<file path="src/rtl/sccb_cfg_pkg.sv">
package sccb_cfg_pkg;

    // Sequencer states in bus order
    typedef enum logic [3:0] {
        ST_IDLE,
        ST_START,
        ST_ID,
        ST_ACK1,
        ST_REG,
        ST_ACK2,
        ST_DATA,
        ST_ACK3,
        ST_STOP
    } seq_state_e;

    localparam int unsigned CFG_ENTRIES = 6;
    localparam int unsigned CFG_IDX_W   = $clog2(CFG_ENTRIES);

    typedef struct packed {
        logic [7:0] addr;
        logic [7:0] value;
    } cfg_entry_t;

    typedef struct packed {
        seq_state_e           state;
        logic [1:0]           qtr;
        logic [2:0]           bitn;
        logic [7:0]           shift;
        logic [CFG_IDX_W-1:0] idx;
        logic                 busy;
        logic                 done;
        logic                 err;
    } seq_regs_t;

endpackage

</file>
<file path="src/rtl/sccb_cfg_rom.sv">
module sccb_cfg_rom
    import sccb_cfg_pkg::*;
(
    input  logic [CFG_IDX_W-1:0] idx_i,
    output cfg_entry_t           entry_o,
    output logic                 last_o
);

    always_comb begin
        case (idx_i)
            CFG_IDX_W'(0): entry_o = '{addr: 8'h12, value: 8'h46};
            CFG_IDX_W'(1): entry_o = '{addr: 8'h0D, value: 8'h41};
            CFG_IDX_W'(2): entry_o = '{addr: 8'h11, value: 8'h01};
            CFG_IDX_W'(3): entry_o = '{addr: 8'h3E, value: 8'hCF};
            CFG_IDX_W'(4): entry_o = '{addr: 8'h66, value: 8'h00};
            CFG_IDX_W'(5): entry_o = '{addr: 8'h8E, value: 8'h7A};
            default:       entry_o = '{addr: 8'h00, value: 8'h00};
        endcase
    end

    assign last_o = (idx_i == CFG_IDX_W'(CFG_ENTRIES - 1));

endmodule

</file>
<file path="src/rtl/sccb_qtr_timer.sv">
module sccb_qtr_timer #(
    parameter int unsigned QTR_CYCLES = 32
) (
    input  logic clk,
    input  logic rst_n,
    input  logic run_i,
    output logic tick_o
);

    localparam int unsigned CNT_W = (QTR_CYCLES > 1) ? $clog2(QTR_CYCLES) : 1;
    localparam logic [CNT_W-1:0] CNT_MAX = CNT_W'(QTR_CYCLES - 1);

    logic [CNT_W-1:0] cnt_d, cnt_q;

    always_comb begin
        cnt_d = '0;
        if (run_i && (cnt_q != CNT_MAX)) begin
            cnt_d = cnt_q + 1'b1;
        end
    end

    always_ff @(posedge clk or negedge rst_n) begin
        if (!rst_n) cnt_q <= '0;
        else        cnt_q <= cnt_d;
    end

    assign tick_o = run_i && (cnt_q == CNT_MAX);

    // A quarter lasts QTR_CYCLES clocks, so ticks never come back to back
    p_tick_spacing_r8: assert property (@(posedge clk) disable iff (!rst_n)
        (tick_o && (QTR_CYCLES > 1)) |=> !tick_o);

    p_cnt_idle_r8: assert property (@(posedge clk) disable iff (!rst_n)
        !run_i |=> (cnt_q == '0));

endmodule

</file>
<file path="src/rtl/sccb_pin_map.sv">
module sccb_pin_map
    import sccb_cfg_pkg::*;
(
    input  seq_state_e state_i,
    input  logic [1:0] qtr_i,
    input  logic       bit_i,
    output logic       scl_o,
    output logic       lvl_o,
    output logic       drive_o
);

    always_comb begin
        scl_o = 1'b1;
        lvl_o = 1'b1;
        unique case (state_i)
            ST_IDLE: begin
                scl_o = 1'b1;
                lvl_o = 1'b1;
            end
            ST_START: begin
                // SCL high for three quarters, SDA falls in quarter 2
                scl_o = (qtr_i != 2'd3);
                lvl_o = (qtr_i < 2'd2);
            end
            ST_STOP: begin
                // SCL rises in quarter 1, SDA rises in quarter 2
                scl_o = (qtr_i != 2'd0);
                lvl_o = (qtr_i >= 2'd2);
            end
            ST_ACK1, ST_ACK2, ST_ACK3: begin
                scl_o = (qtr_i == 2'd1) || (qtr_i == 2'd2);
                lvl_o = 1'b1;
            end
            default: begin
                scl_o = (qtr_i == 2'd1) || (qtr_i == 2'd2);
                lvl_o = bit_i;
            end
        endcase
        drive_o = !lvl_o;
    end

endmodule

</file>
<file path="src/rtl/sccb_cfg_seq.sv">
module sccb_cfg_seq
    import sccb_cfg_pkg::*;
#(
    parameter logic [7:0] DEV_ID = 8'h42
) (
    input  logic                 clk,
    input  logic                 rst_n,
    input  logic                 start_i,
    input  logic                 tick_i,
    input  logic                 sda_i,
    input  cfg_entry_t           entry_i,
    input  logic                 last_i,
    output logic [CFG_IDX_W-1:0] idx_o,
    output logic                 scl_o,
    output logic                 sda_o,
    output logic                 sda_oe_o,
    output logic                 busy_o,
    output logic                 done_o,
    output logic                 err_o
);

    localparam logic [7:0] WR_ADDR = {DEV_ID[7:1], 1'b0};

    seq_regs_t cur_q, nx_d;
    logic      scl_d, lvl_d, drv_d;
    logic      scl_q, lvl_q, drv_q;
    logic      in_ack;

    assign in_ack = (cur_q.state == ST_ACK1) || (cur_q.state == ST_ACK2) ||
                    (cur_q.state == ST_ACK3);

    always_comb begin
        nx_d = cur_q;
        if (cur_q.state == ST_IDLE) begin
            if (start_i) begin
                nx_d.state = ST_START;
                nx_d.qtr   = 2'd0;
                nx_d.idx   = '0;
                nx_d.busy  = 1'b1;
                nx_d.done  = 1'b0;
                nx_d.err   = 1'b0;
            end
        end else if (tick_i) begin
            nx_d.qtr = cur_q.qtr + 2'd1;
            if ((cur_q.qtr == 2'd2) && in_ack && sda_i) begin
                nx_d.err = 1'b1;
            end
            if (cur_q.qtr == 2'd3) begin
                unique case (cur_q.state)
                    ST_START: begin
                        nx_d.state = ST_ID;
                        nx_d.shift = WR_ADDR;
                        nx_d.bitn  = 3'd7;
                    end
                    ST_ID, ST_REG, ST_DATA: begin
                        if (cur_q.bitn == 3'd0) begin
                            nx_d.state = (cur_q.state == ST_ID)  ? ST_ACK1 :
                                         (cur_q.state == ST_REG) ? ST_ACK2 : ST_ACK3;
                        end else begin
                            nx_d.shift = {cur_q.shift[6:0], 1'b0};
                            nx_d.bitn  = cur_q.bitn - 3'd1;
                        end
                    end
                    ST_ACK1: begin
                        nx_d.state = ST_REG;
                        nx_d.shift = entry_i.addr;
                        nx_d.bitn  = 3'd7;
                    end
                    ST_ACK2: begin
                        nx_d.state = ST_DATA;
                        nx_d.shift = entry_i.value;
                        nx_d.bitn  = 3'd7;
                    end
                    ST_ACK3: begin
                        nx_d.state = ST_STOP;
                    end
                    ST_STOP: begin
                        if (last_i) begin
                            nx_d.state = ST_IDLE;
                            nx_d.busy  = 1'b0;
                            nx_d.done  = 1'b1;
                        end else begin
                            nx_d.state = ST_START;
                            nx_d.idx   = cur_q.idx + 1'b1;
                        end
                    end
                    default: nx_d.state = ST_IDLE;
                endcase
            end
        end
    end

    // Pin levels are decoded from the next state and registered
    sccb_pin_map u_pins (
        .state_i (nx_d.state),
        .qtr_i   (nx_d.qtr),
        .bit_i   (nx_d.shift[7]),
        .scl_o   (scl_d),
        .lvl_o   (lvl_d),
        .drive_o (drv_d)
    );

    always_ff @(posedge clk or negedge rst_n) begin
        if (!rst_n) begin
            cur_q <= '{state: ST_IDLE, qtr: 2'd0, bitn: 3'd0, shift: 8'h00,
                       idx: '0, busy: 1'b0, done: 1'b0, err: 1'b0};
            scl_q <= 1'b1;
            lvl_q <= 1'b1;
            drv_q <= 1'b0;
        end else begin
            cur_q <= nx_d;
            scl_q <= scl_d;
            lvl_q <= lvl_d;
            drv_q <= drv_d;
        end
    end

    assign idx_o    = cur_q.idx;
    assign scl_o    = scl_q;
    assign sda_o    = lvl_q;
    assign sda_oe_o = drv_q;
    assign busy_o   = cur_q.busy;
    assign done_o   = cur_q.done;
    assign err_o    = cur_q.err;

    p_idle_bus_high_r1: assert property (@(posedge clk) disable iff (!rst_n)
        (cur_q.state == ST_IDLE) |-> (scl_q && !drv_q && !cur_q.busy));

    p_sda_stable_r3: assert property (@(posedge clk) disable iff (!rst_n)
        (scl_q && $past(scl_q) &&
         !(cur_q.state inside {ST_START, ST_STOP, ST_IDLE}) &&
         !($past(cur_q.state) inside {ST_START, ST_STOP, ST_IDLE}))
        |-> (drv_q == $past(drv_q)));

    p_ack_released_r5: assert property (@(posedge clk) disable iff (!rst_n)
        in_ack |-> !drv_q);

    p_err_sticky_r5: assert property (@(posedge clk) disable iff (!rst_n)
        (cur_q.err && cur_q.busy) |=> cur_q.err);

    p_done_not_busy_r9: assert property (@(posedge clk) disable iff (!rst_n)
        !(cur_q.done && cur_q.busy));

    p_idx_steps_r7: assert property (@(posedge clk) disable iff (!rst_n)
        (cur_q.idx != $past(cur_q.idx)) |->
        ((cur_q.idx == $past(cur_q.idx) + 1'b1) || (cur_q.idx == '0)));

    p_busy_ignores_start_r10: assert property (@(posedge clk) disable iff (!rst_n)
        (cur_q.busy && start_i && !tick_i) |=> $stable(cur_q.idx));

endmodule

</file>
<file path="src/rtl/sccb_cfg_top.sv">
module sccb_cfg_top
    import sccb_cfg_pkg::*;
#(
    parameter int unsigned QTR_CYCLES = 32,
    parameter logic [7:0]  DEV_ID     = 8'h42
) (
    input  logic clk,
    input  logic rst_n,
    input  logic start_i,
    input  logic sda_i,
    output logic scl_o,
    output logic sda_o,
    output logic sda_oe_o,
    output logic busy_o,
    output logic done_o,
    output logic err_o
);

    logic                 tick;
    logic [CFG_IDX_W-1:0] idx;
    cfg_entry_t           entry;
    logic                 last;

    sccb_qtr_timer #(.QTR_CYCLES(QTR_CYCLES)) u_timer (
        .clk    (clk),
        .rst_n  (rst_n),
        .run_i  (busy_o),
        .tick_o (tick)
    );

    sccb_cfg_rom u_rom (
        .idx_i   (idx),
        .entry_o (entry),
        .last_o  (last)
    );

    sccb_cfg_seq #(.DEV_ID(DEV_ID)) u_seq (
        .clk      (clk),
        .rst_n    (rst_n),
        .start_i  (start_i),
        .tick_i   (tick),
        .sda_i    (sda_i),
        .entry_i  (entry),
        .last_i   (last),
        .idx_o    (idx),
        .scl_o    (scl_o),
        .sda_o    (sda_o),
        .sda_oe_o (sda_oe_o),
        .busy_o   (busy_o),
        .done_o   (done_o),
        .err_o    (err_o)
    );

endmodule

</file>
<file path="config.mk">
export PLATFORM = sky130hd
export DESIGN_NAME = sccb_cfg_top
export DESIGN_NICKNAME = d
export VERILOG_FILES = /design/src/rtl/sccb_cfg_pkg.sv /design/src/rtl/sccb_cfg_rom.sv /design/src/rtl/sccb_qtr_timer.sv /design/src/rtl/sccb_pin_map.sv /design/src/rtl/sccb_cfg_seq.sv /design/src/rtl/sccb_cfg_top.sv
export SDC_FILE = /design/constraint.sdc
export NUM_CORES = 1
export LEC_CHECK = 0
export BUFFER_PORTS_ARGS = -buffer_cell sky130_fd_sc_hd__buf_2
export CAP_MARGIN = 20
export CELL_PAD_IN_SITES_DETAIL_PLACEMENT = 1
export CELL_PAD_IN_SITES_GLOBAL_PLACEMENT = 2
export CORE_ASPECT_RATIO = 0.9
export CORE_UTILIZATION = 41
export DETAILED_ROUTE_END_ITERATION = 10
export MAX_ROUTING_LAYER = met4
export PLACE_DENSITY = 0.94
export SETUP_SLACK_MARGIN = 0.05
export SLEW_MARGIN = 20
export SYNTH_ARGS = -nofsm -noshare
export SYNTH_HDL_FRONTEND = slang
export SYNTH_SLANG_ARGS = --single-unit
</file>
<file path="constraint.sdc">
create_clock -name clk -period 6.3 [get_ports clk]
set_input_delay 0.63 -clock clk [delete_from_list [all_inputs] [get_ports clk]]
set_output_delay 0.63 -clock clk [all_outputs]
set_load 0.1 [all_outputs]
</file>
; After elaboration in Yosys (flattened, before gate mapping)
; Cells that the tools add are included.
[totals]
inputBits = 4
wordCells = 96
out_inout_bits = 6
ff_bits = 31
[classes]
n_bitwise = 1
n_reduce_logical = 25
magnitude_cmp = 2
eq_ne = 28
n_mux = 23
addsub = 4
[op_table]
columns = op, n
row1 = case mux 16 bit (6 select lines), 1
row2 = case mux 11 bit (4 select lines), 1
row3 = "equality test 4 x 3 -> 1 bit, second input constant", 6
row4 = two-way mux 6 bit, 4
row5 = case mux 4 bit (6 select lines), 1
row6 = two-way mux 23 bit, 1
row7 = two-way mux 16 bit, 1
row8 = AND reduction 5 bit, 3
row9 = "equality test 4 x 2 -> 1 bit, second input constant", 3
row10 = two-way mux 4 bit, 3
row11 = nonzero test 2 bit, 6
row12 = two-way mux 11 bit, 1
row13 = two-way mux 5 bit, 2
row14 = "equality test 4 x 1 -> 1 bit, second input constant", 2
row15 = "equality test 4 bit, second input constant", 2
row16 = logical NOT 4 bit, 2
row17 = two-way mux 8 bit, 1
row18 = "equality test 2 bit, second input constant", 3
row19 = "equality test 3 x 2 -> 1 bit, second input constant", 2
row20 = "equality test 3 bit, second input constant", 2
row21 = logical NOT 3 bit, 2
row22 = "!= test 2 bit, second input constant", 3
row23 = case mux 1 bit (3 select lines), 2
row24 = "adder 5 x 1 -> 5 bit, second input constant", 1
row25 = 21 further kinds, 28

; Longest topological paths before layout
; Gate-level depths: netlist of the first run.
[depth]
depth_word = 12
ltp_mapped = 13
ltp_nobuf = 13

; By module
; From an unflattened synthesis of the first run, not the netlist that was laid out.
[unflattened]
cells_unflattened = 225
hier_area_um2 = 2006.9
[by_module_without_submodules]
columns = mod, area_each_um2, cells_each, n_inst
row1 = sccb_cfg_seq, 1448.9, 156, 1
row2 = sccb_qtr_timer, 234.0, 21, 1
row3 = sccb_cfg_rom, 177.7, 29, 1
row4 = sccb_pin_map, 146.4, 19, 1

; Worst setup path after synthesis of the first run
; No wires, ideal clock.
[synth_path]
path_kind = reg2reg
from = reg u_seq.cur_q, in the netlist u_seq.busy_o
to = reg u_seq.drv_q, in the netlist u_seq.sda_oe_o
path_stages_with_launch = 7
synth_period_minus_slack_ns = 2.455
path_slack_ns = 3.845
arrival_ns = 2.332
required_time_ns = 6.176
setup_ns = 0.124
path_cell_list = dfrtp_1 -> nand3_2 -> clkbuf_1 -> or4b_4 -> o2bb2ai_4 -> a21oi_2 -> a211o_1
[synth_lines]
columns = element, line
row1 = from (decl), sccb_cfg_seq.sv:24  ; seq_regs_t cur_q, nx_d;
row2 = from (signal assigned), sccb_cfg_seq.sv:105  ; cur_q <= '{state: ST_IDLE, qtr: 2'd0, bitn: 3'd0, shift: 8'h00,
row3 = from (signal assigned), sccb_cfg_seq.sv:111  ; cur_q <= nx_d;
row4 = to (signal assigned), sccb_cfg_seq.sv:114  ; drv_q <= drv_d;
row5 = to (decl), sccb_cfg_seq.sv:26  ; logic scl_q, lvl_q, drv_q;

==> flow_summary.toml, run 1 <==
[status]
status = "finished clean"

[power_and_ir_drop]
irDropWorstVdd_mv = 0.107
power_density_nw_per_um2 = 190
intPower_mw = 0.317
switching_share = 0.209
power_frac_seq = 0.496
power.leakage_nw = 0.979
pwr-share-clk = 0.491
pwr-share-comb = 0.013
p_switching_mw = 0.0839

[floorplan]
start_util = 0.431
core_um2 = 4490
dieArea_um2 = 4990
row_count = 23
boundaryPins = 10
die_w_um = 74.4
die_y_um = 67.1

[run]
drv_cap = 0

[setup_path]
critPathRequiredTime_ps = 6530
critPathArrivalTime_ps = 2750
worstSetupPathType = "reg2reg"
timing.rr.end = "u_seq.sda_oe_o"
crit_path_max_fanout = 17
critPathLaunchType = "flip-flop"
r2r_slack_ps = 3780
r2r_start = "u_timer.cnt_q[0]"
endpoint_kind = "flip-flop"
rr_worst_depth = 9

[cts]
cts-root-buf = "clkbuf_8"
cts_sinks = 31
clk_latency_ps = 290
clk_pin_slew_worst_paths_ps = 70
cts_inserted_buffers = 5
cts_tree = "yes"
cts.path.max_buffers = 2
cts_setup_buffers = 0
cts_resized = 0
holdBufCountCts = 0
htreeDepth = 2

[detailed_routing]
dr.first_iter.drc_count = 68
ant_nets = 0
vias_per_cell = 5.55
remaining_drc_errors = 0
wl_per_cell_um = 15.4
dr.pass1.iters = 4
wirelength_um = 4270
vias = 1538

[sta]
max_freq_mhz = 396
hold_viol_final = 0
max_slew_margin = 0.518
fin_crit_sh = 0.401
rsz0062_at_grt = "false"
setup_viol = 0
finalSetupTns_ps = 0
maxSlewViolCount = 0
post-route-min-period_ps = 2520
fin_skew_ps = 8.22
tightest_slew_ps = 724

[grt]
met1_usage = 0.275
grt_usage = 0.199
use_met3 = 0.0448
grt_pass1_wl_um = 7280
grt_max_degree = 32
grt_pass1_vias = 1490
antenna_found_initial = 0
globalRouteMet2Util = 0.296
top_usage_layer = "met2"
grt_overflow_total = 0

[synthesis]
synthDistinctLibCells = 51
yosys.area.top_type = "dfrtp_1"
syn-num-nets = 222
yosys_warnings = 0
dominantRegCellSynth = "dfrtp_1"
ys_ff_latch = 31
syn_area_um2 = 1930
syn_inst = 207
synth-seq-area-share = 0.403
synth_area_leaders = "dfrtp_1 38%, ha_1 7.1%, nand2_1 4.1%"
avgSynthCellArea_um2 = 9.34
synth_top_area_frac = 0.375
ys_async_sr_fraction = 1.00
synth_edf_count = 0

[hold_path]
holdCritPathClass = "in2async"

[placed_design]
dp_hpwl_um = 3110
place.gp.congestion = 0.787
place_area_um2 = 2000
io_buffers = 9

[finish]
area_growth_pct = 9.26
diodes = 0
nNetsFinal = 229
fillers = 535
drive_gt1_frac = 0.167
fin_area_um2 = 2110
cell type report:
class / instances / area (um2) / area share
Multi-Input combinational cell: 156 / 1060 / 0.501
Sequential cell: 31 / 778 / 0.368
Tap cell: 62 / 77.6 / 0.0367
Clock buffer: 5 / 68.8 / 0.0326
Timing Repair Buffer: 9 / 45.0 / 0.0213
Clock inverter: 3 / 43.8 / 0.0207
Inverter: 11 / 41.3 / 0.0195
routing by layer:
layer	part of all wire	wire length, um
met1	0.50	2150
met2	0.46	1990
met3	0.024	102
met4	0.0063	27
met5	0	0
power groups by stage:
| stage | clock (mW) | sequential (mW) | combinational (mW) |
|---|---|---|---|
| after detailed placement | 0 | 0.203 | 0.00560 |
| after global routing | 0.211 | 0.199 | 0.00632 |
| final | 0.197 | 0.199 | 0.00522 |
| after global placement | 0 | 0.203 | 0.00552 |
| after floorplan | 0 | 0.203 | 0.000166 |
| after CTS | 0.202 | 0.199 | 0.00556 |
stage by stage:
stage,setup slack (ps),hold slack (ps),instances,utilization,power (mW)
after detailed placement,3780,454,269,0.445,0.208
final,3780,395,277,0.470,0.401
after global placement,3810,449,269,0.445,0.208
after floorplan,3840,334,207,-,0.203
after global routing,3560,450,277,0.470,0.416
after CTS,3750,411,277,0.470,0.407
Yosys cell counts (4+ instances only):
cell      count
dfrtp_1      29
nand2_1      21
o21ai_0      15
nor2_1       14
a21oi_1      13
ha_1         11
inv_1        11
nor3_1        9
a21o_1        6
a31oi_1       6
nand2b_1      6
nor3_2        4
cells by family (layout without fill, tap and decap cells):
family,count (synthesis),count (layout),share of synthesized area
AND/OR/NAND/NOR,74,74,0.219
AO/OA/AOI/OAI,68,68,0.243
flip-flops,31,31,0.403
buffers and inverters,20,28,0.0505
adder cells (fa/ha/maj),11,11,0.0712
XOR/XNOR,2,2,0.00906
multiplexers,1,1,0.00518
registers in the layout, summed over array words and instances, names as in the netlist:
name	count
u_seq.busy_o	1
u_seq.idx_o	3
u_seq.err_o	1
u_timer.cnt_q	5
u_seq.sda_o	1
u_seq.sda_oe_o	1
u_seq.cur_q	17
u_seq.done_o	1
u_seq.scl_o	1
how the worst max path moves through the flow:
stage	from	end	slack (ps)	cells after the start
finish	u_timer.cnt_q[0]	u_seq.sda_oe_o	3780	9
global route	u_timer.cnt_q[0]	u_seq.sda_oe_o	3560	9
CTS	u_timer.cnt_q[0]	u_seq.sda_oe_o	3750	9
detailed placement	u_timer.cnt_q[0]	u_seq.sda_oe_o	3780	9
global placement	u_timer.cnt_q[0]	u_seq.sda_oe_o	3810	9
floorplan	u_seq.busy_o	u_seq.sda_oe_o	3840	6
critical path, stage by stage (launching register included):
cell	delay [ps]
dfrtp_1	370
ha_1	180
and3_1	170
ha_1	220
nand3_2	270
nor2_1	460
o21ai_2	330
o2bb2ai_4	210
a21oi_2	150
a211o_1	110
cells in the final DEF, fill, tap and decap left out, types with 3 or more instances in the layout:
cell type,count
and3_1,3
nor2_1,14
a21o_1,6
a31oi_1,6
a21oi_1,13
nand2_1,21
nor2b_1,3
dfrtp_1,29
o31ai_1,3
inv_1,11
nor3_2,4
ha_1,11
nor3_1,9
clkbuf_8,5
o21ai_0,15
nand3_1,3
buf_2,9
nand2b_1,6
(Power assumes the default switching activity.)
==> run 2, diff against run 1 <==
CORE_UTILIZATION = 38   (was 41)
PLACE_DENSITY = 0.89   (was 0.94)
clock period = 2.6 ns   (was 6.3 ns; I/O delays follow)
==> flow_summary.toml, run 2 (same netlist as run 1, synthesis figures left out) <==
[cts]
holdBufCountCts = 0
cts_setup_buffers = 0
cts.path.max_buffers = 2
cts_resized = 0
htreeDepth = 2
cts_sinks = 31
cts-root-buf = "clkbuf_8"
clk_pin_slew_worst_paths_ps = 70
cts_inserted_buffers = 5
clk_latency_ps = 290
cts_tree = "yes"

[grt]
grt_pass1_vias = 1506
grt_usage = 0.187
grt_pass1_wl_um = 7600
grt_max_degree = 32
grt_overflow_total = 0
antenna_found_initial = 0

[setup_path]
cp_cell_sequence = "ha_1 > and3_1 > ha_1 > nand3_2 > o31ai_2 > nand2b_1 > a21oi_2 > a211o_1"
critPathArrivalTime_ps = 2480
crit_start = "u_timer.cnt_q[0]"
worst_path_most_repeated_cell = "ha_1"
r2r_start = "u_timer.cnt_q[0]"
endpoint_kind = "flip-flop"
worst_path_largest_cell_delay_ps = 530
critPathLaunchType = "flip-flop"
cp_slowest_cell = "o31ai_2"
crit_path_max_fanout = 14
worstSetupPathType = "reg2reg"
critPathRequiredTime_ps = 2780

[sta]
max_freq_mhz = 434
fin_crit_sh = 0.885
fin_skew_ps = 5.77
whs_ps = 8.59
hold_viol_final = 0
finalSetupTns_ps = 0
post-route-min-period_ps = 2300
rsz0062_at_grt = "false"
tightest_slew_ps = 695
maxSlewViolCount = 0
setup_viol = 0
max_slew_margin = 0.537

[detailed_routing]
ant_nets = 0
vias_per_cell = 5.38
vias = 1533
dr.first_iter.drc_count = 53
wirelength_um = 4330
remaining_drc_errors = 0
wl_per_cell_um = 15.2
dr.pass1.iters = 4

[floorplan]
boundaryPins = 10
row_count = 24
dieArea_um2 = 5380
die_y_um = 69.7
start_util = 0.397
core_um2 = 4860
die_w_um = 77.2

[power_and_ir_drop]
pwr-share-comb = 0.014
intPower_mw = 0.670
pwr-share-clk = 0.440
switching_share = 0.241
power_density_nw_per_um2 = 415
power.leakage_nw = 0.987
irDropWorstVdd_mv = 0.232
power_frac_seq = 0.546
p_switching_mw = 0.213

[placed_design]
io_buffers = 9
place.gp.congestion = 0.785
dp_hpwl_um = 3110

[finish]
largest_reg_flops = 17
utilization = 0.438
diodes = 0
drive_gt1_frac = 0.186
top_register = "u_seq.cur_q"
area_growth_pct = 10.2
nNetsFinal = 234
final_cell_mix = "29 x dfrtp_1, 21 x nand2_1, 15 x o21ai_0"
final_common_cell = "dfrtp_1"

[status]
status = "finished clean"

[hold_path]
holdCritPathClass = "in2async"

[run]
drv_cap = 0
[run 2: layer usage]
metal	vias to the layer above	track usage	routed length (um)
met5	-	-	0
li1	776	-	-
met3	7	0.0395	101
met2	15	0.257	1910
met1	735	0.266	2250
met4	0	0.0692	66
[run 2: final timing paths]
kind	end	slack [ps]	cells after the start
max in group asynchronous	u_seq.cur_q[21]	2150	1
min in group clk	u_seq.err_o	210	3
worst max register to register	u_seq.sda_oe_o	300	8
worst min register to register	u_timer.cnt_q[0]	470	1
worst max-delay path	u_seq.sda_oe_o	300	8
worst min-delay path	u_seq.cur_q[7]	9	1
[run 2: final cells by class]
class | count | area (um2)
Tap cell | 65 | 81.3
Sequential cell | 31 | 778
Clock buffer | 5 | 68.8
Clock inverter | 3 | 20.0
Multi-Input combinational cell | 156 | 1060
Timing Repair Buffer | 14 | 82.6
Inverter | 11 | 41.3
Fill cell | 594 | 2740
[run 2: metrics by stage]
stage               cells  worst slack [ps]  power, mW  instance area [um2]
detailed placement    277               320      0.505                 2040
global placement      277               376      0.505                 2040
CTS                   285               304      0.897                 2130
finish                285               298      0.883                 2130
floorplan             207               145      0.492                 1930
global route          285               130      0.917                 2130
[run 2: power by group through the flow]
stage / clock network, mW / logic [mW] / registers, mW
floorplan: 0 / 0.000401 / 0.491
global placement: 0 / 0.0135 / 0.491
detailed placement: 0 / 0.0136 / 0.491
CTS: 0.402 / 0.0136 / 0.482
global route: 0.419 / 0.0153 / 0.482
finish: 0.389 / 0.0122 / 0.482
[run 2: critical path, delay by kind of cell, from the launching register on]
kind	cells	cell delay (ps)
flops	1	370
compound gates	3	810
simple gates	3	610
fa+ha+maj	2	400
==> run 3, diff against run 2 <==
BUFFER_PORTS_ARGS = default   (was -buffer_cell sky130_fd_sc_hd__buf_2)
CORE_UTILIZATION = 40   (was 38)
DONT_BUFFER_PORTS = 1   (was default)
clock period = 2.5 ns   (was 2.6 ns; I/O delays follow)
==> flow_summary.toml, run 3 (same netlist as run 1, synthesis figures left out) <==
[status]
status = "finished clean"

[cts]
clk_latency_ps = 290
cts_sinks = 31
cts.path.max_buffers = 2
cts_inserted_buffers = 5
cts_tree = "yes"
cts-root-buf = "clkbuf_8"
clk_pin_slew_worst_paths_ps = 70
htreeDepth = 2

[setup_path]
critPathArrivalTime_ps = 2490
worstSetupPathType = "reg2reg"
crit_path_max_fanout = 14
timing.rr.end = "u_seq.sda_oe_o"
endpoint_kind = "flip-flop"
r2r_slack_ps = 200
rr_worst_depth = 8
critPathRequiredTime_ps = 2680
critPathLaunchType = "flip-flop"
r2r_start = "u_timer.cnt_q[1]"

[detailed_routing]
wl_per_cell_um = 17.1
remaining_drc_errors = 0
ant_nets = 0
wirelength_um = 4810
vias_per_cell = 5.73
dr.pass1.iters = 4
vias = 1611
dr.first_iter.drc_count = 159

[grt]
grt_usage = 0.223
grt_pass1_vias = 1667
grt_pass1_wl_um = 8140
antenna_found_initial = 0
grt_max_degree = 32
grt_overflow_total = 0

[hold_path]
hold-path-endpoint = "u_seq.busy_o"
holdPathStages = 2
min-delay-start = "start_i"
holdCritPathClass = "in2reg"

[sta]
maxSlewViolCount = 0
max_slew_margin = 0.393
tightest_slew_ps = 910
rsz0062_at_grt = "false"
finalSetupTns_ps = 0
fin_skew_ps = 6.85
hold_viol_final = 0
setup_viol = 0
max_freq_mhz = 434
post-route-min-period_ps = 2300
fin_crit_sh = 0.922

[finish]
area_growth_pct = 14.3
fillers = 534
final_common_cell = "dfrtp_1"
final_cell_mix = "28 x dfrtp_1, 20 x nand2_1, 14 x nor2_1, 14 x o21ai_0, 12 x a21oi_1"
top_register = "u_seq.cur_q"
nNetsFinal = 233
drive_gt1_frac = 0.192
diodes = 0
largest_reg_flops = 17
regArea_um2 = 779
multi_input_area_um2 = 1070

[power_and_ir_drop]
power_density_nw_per_um2 = 506
power.leakage_nw = 1.02
irDropWorstVdd_mv = 0.288
totalPowerFinal_mw = 1.12

[placed_design]
dp_hpwl_um = 3380
place.gp.congestion = 0.819
io_buffers = 0

[floorplan]
dieArea_um2 = 5120
start_util = 0.425
die_w_um = 75.3
boundaryPins = 10
row_count = 23
core_um2 = 4550
die_y_um = 68.0

[run]
drv_cap = 0
[run 3: metrics by stage]
stage	instance area [um2]	utilization	instances	hold slack (ps)	worst slack, ps
finish	2210	0.486	281	102	195
CTS	2160	0.476	276	93.0	110
global route	2210	0.486	281	110	63.6
floorplan	1930	-	207	-45.6	291
global placement	2000	0.440	266	-44.8	293
detailed placement	2000	0.440	266	-44.7	147
[run 3: cell type report]
cell class | instances | area share
clock inverter | 2 | 0.0272
timing repair buffer | 13 | 0.0510
tap | 62 | 0.0351
multi-input combinational | 156 | 0.482
sequential | 31 | 0.353
clock buffer | 6 | 0.0328
inverter | 11 | 0.0187
[run 3: timing repair]
| action | 4_1_cts | 5_1_grt |
|---|---|---|
| setup buffers | 0 | 5 |
| gates resized for setup | 0 | 4 |
| endpoints found under the setup margin | 0 | 2 |
| hold buffers | 2 | 0 |
| endpoints found under the hold margin | 31 | 0 |
[run 3: critical path: stages (launching register included)]
cell       delay [ps]
dfrtp_1           380
ha_1              200
and3_1            170
ha_2              220
nand3_2           240
or4b_4            570
o2bb2ai_4         140
a21oi_2            50
a211o_1           220
[run 3: layer usage]
layer	track usage	wire length, um	vias up
met3	0.0530	144	11
met5	-	0	-
li1	-	-	765
met1	0.262	2230	814
met4	0.0787	70	0
met2	0.372	2370	21
[run 3: how the worst max path moves through the flow]
| stage | end | startpoint | cells after the start | slack, ps |
|---|---|---|---|---|
| after floorplan | u_seq.sda_oe_o | u_timer.cnt_q[0] | 9 | 290 |
| after global placement | u_seq.sda_oe_o | u_timer.cnt_q[0] | 8 | 290 |
| after detailed placement | u_seq.scl_o | u_timer.cnt_q[0] | 12 | 150 |
| after CTS | u_seq.scl_o | u_timer.cnt_q[0] | 12 | 110 |
| after global routing | u_seq.scl_o | u_timer.cnt_q[0] | 12 | 60 |
| final | u_seq.sda_oe_o | u_timer.cnt_q[1] | 8 | 200 |
[run 3: report_power, final]
part	switching [mW]	leakage (nW)	internal (mW)	total (mW)
registers	0	0.414	0.501	0.501
clock network	0.204	0.0654	0.399	0.602
logic	0.0110	0.538	0.00453	0.0155
total	0.215	1.02	0.905	1.12
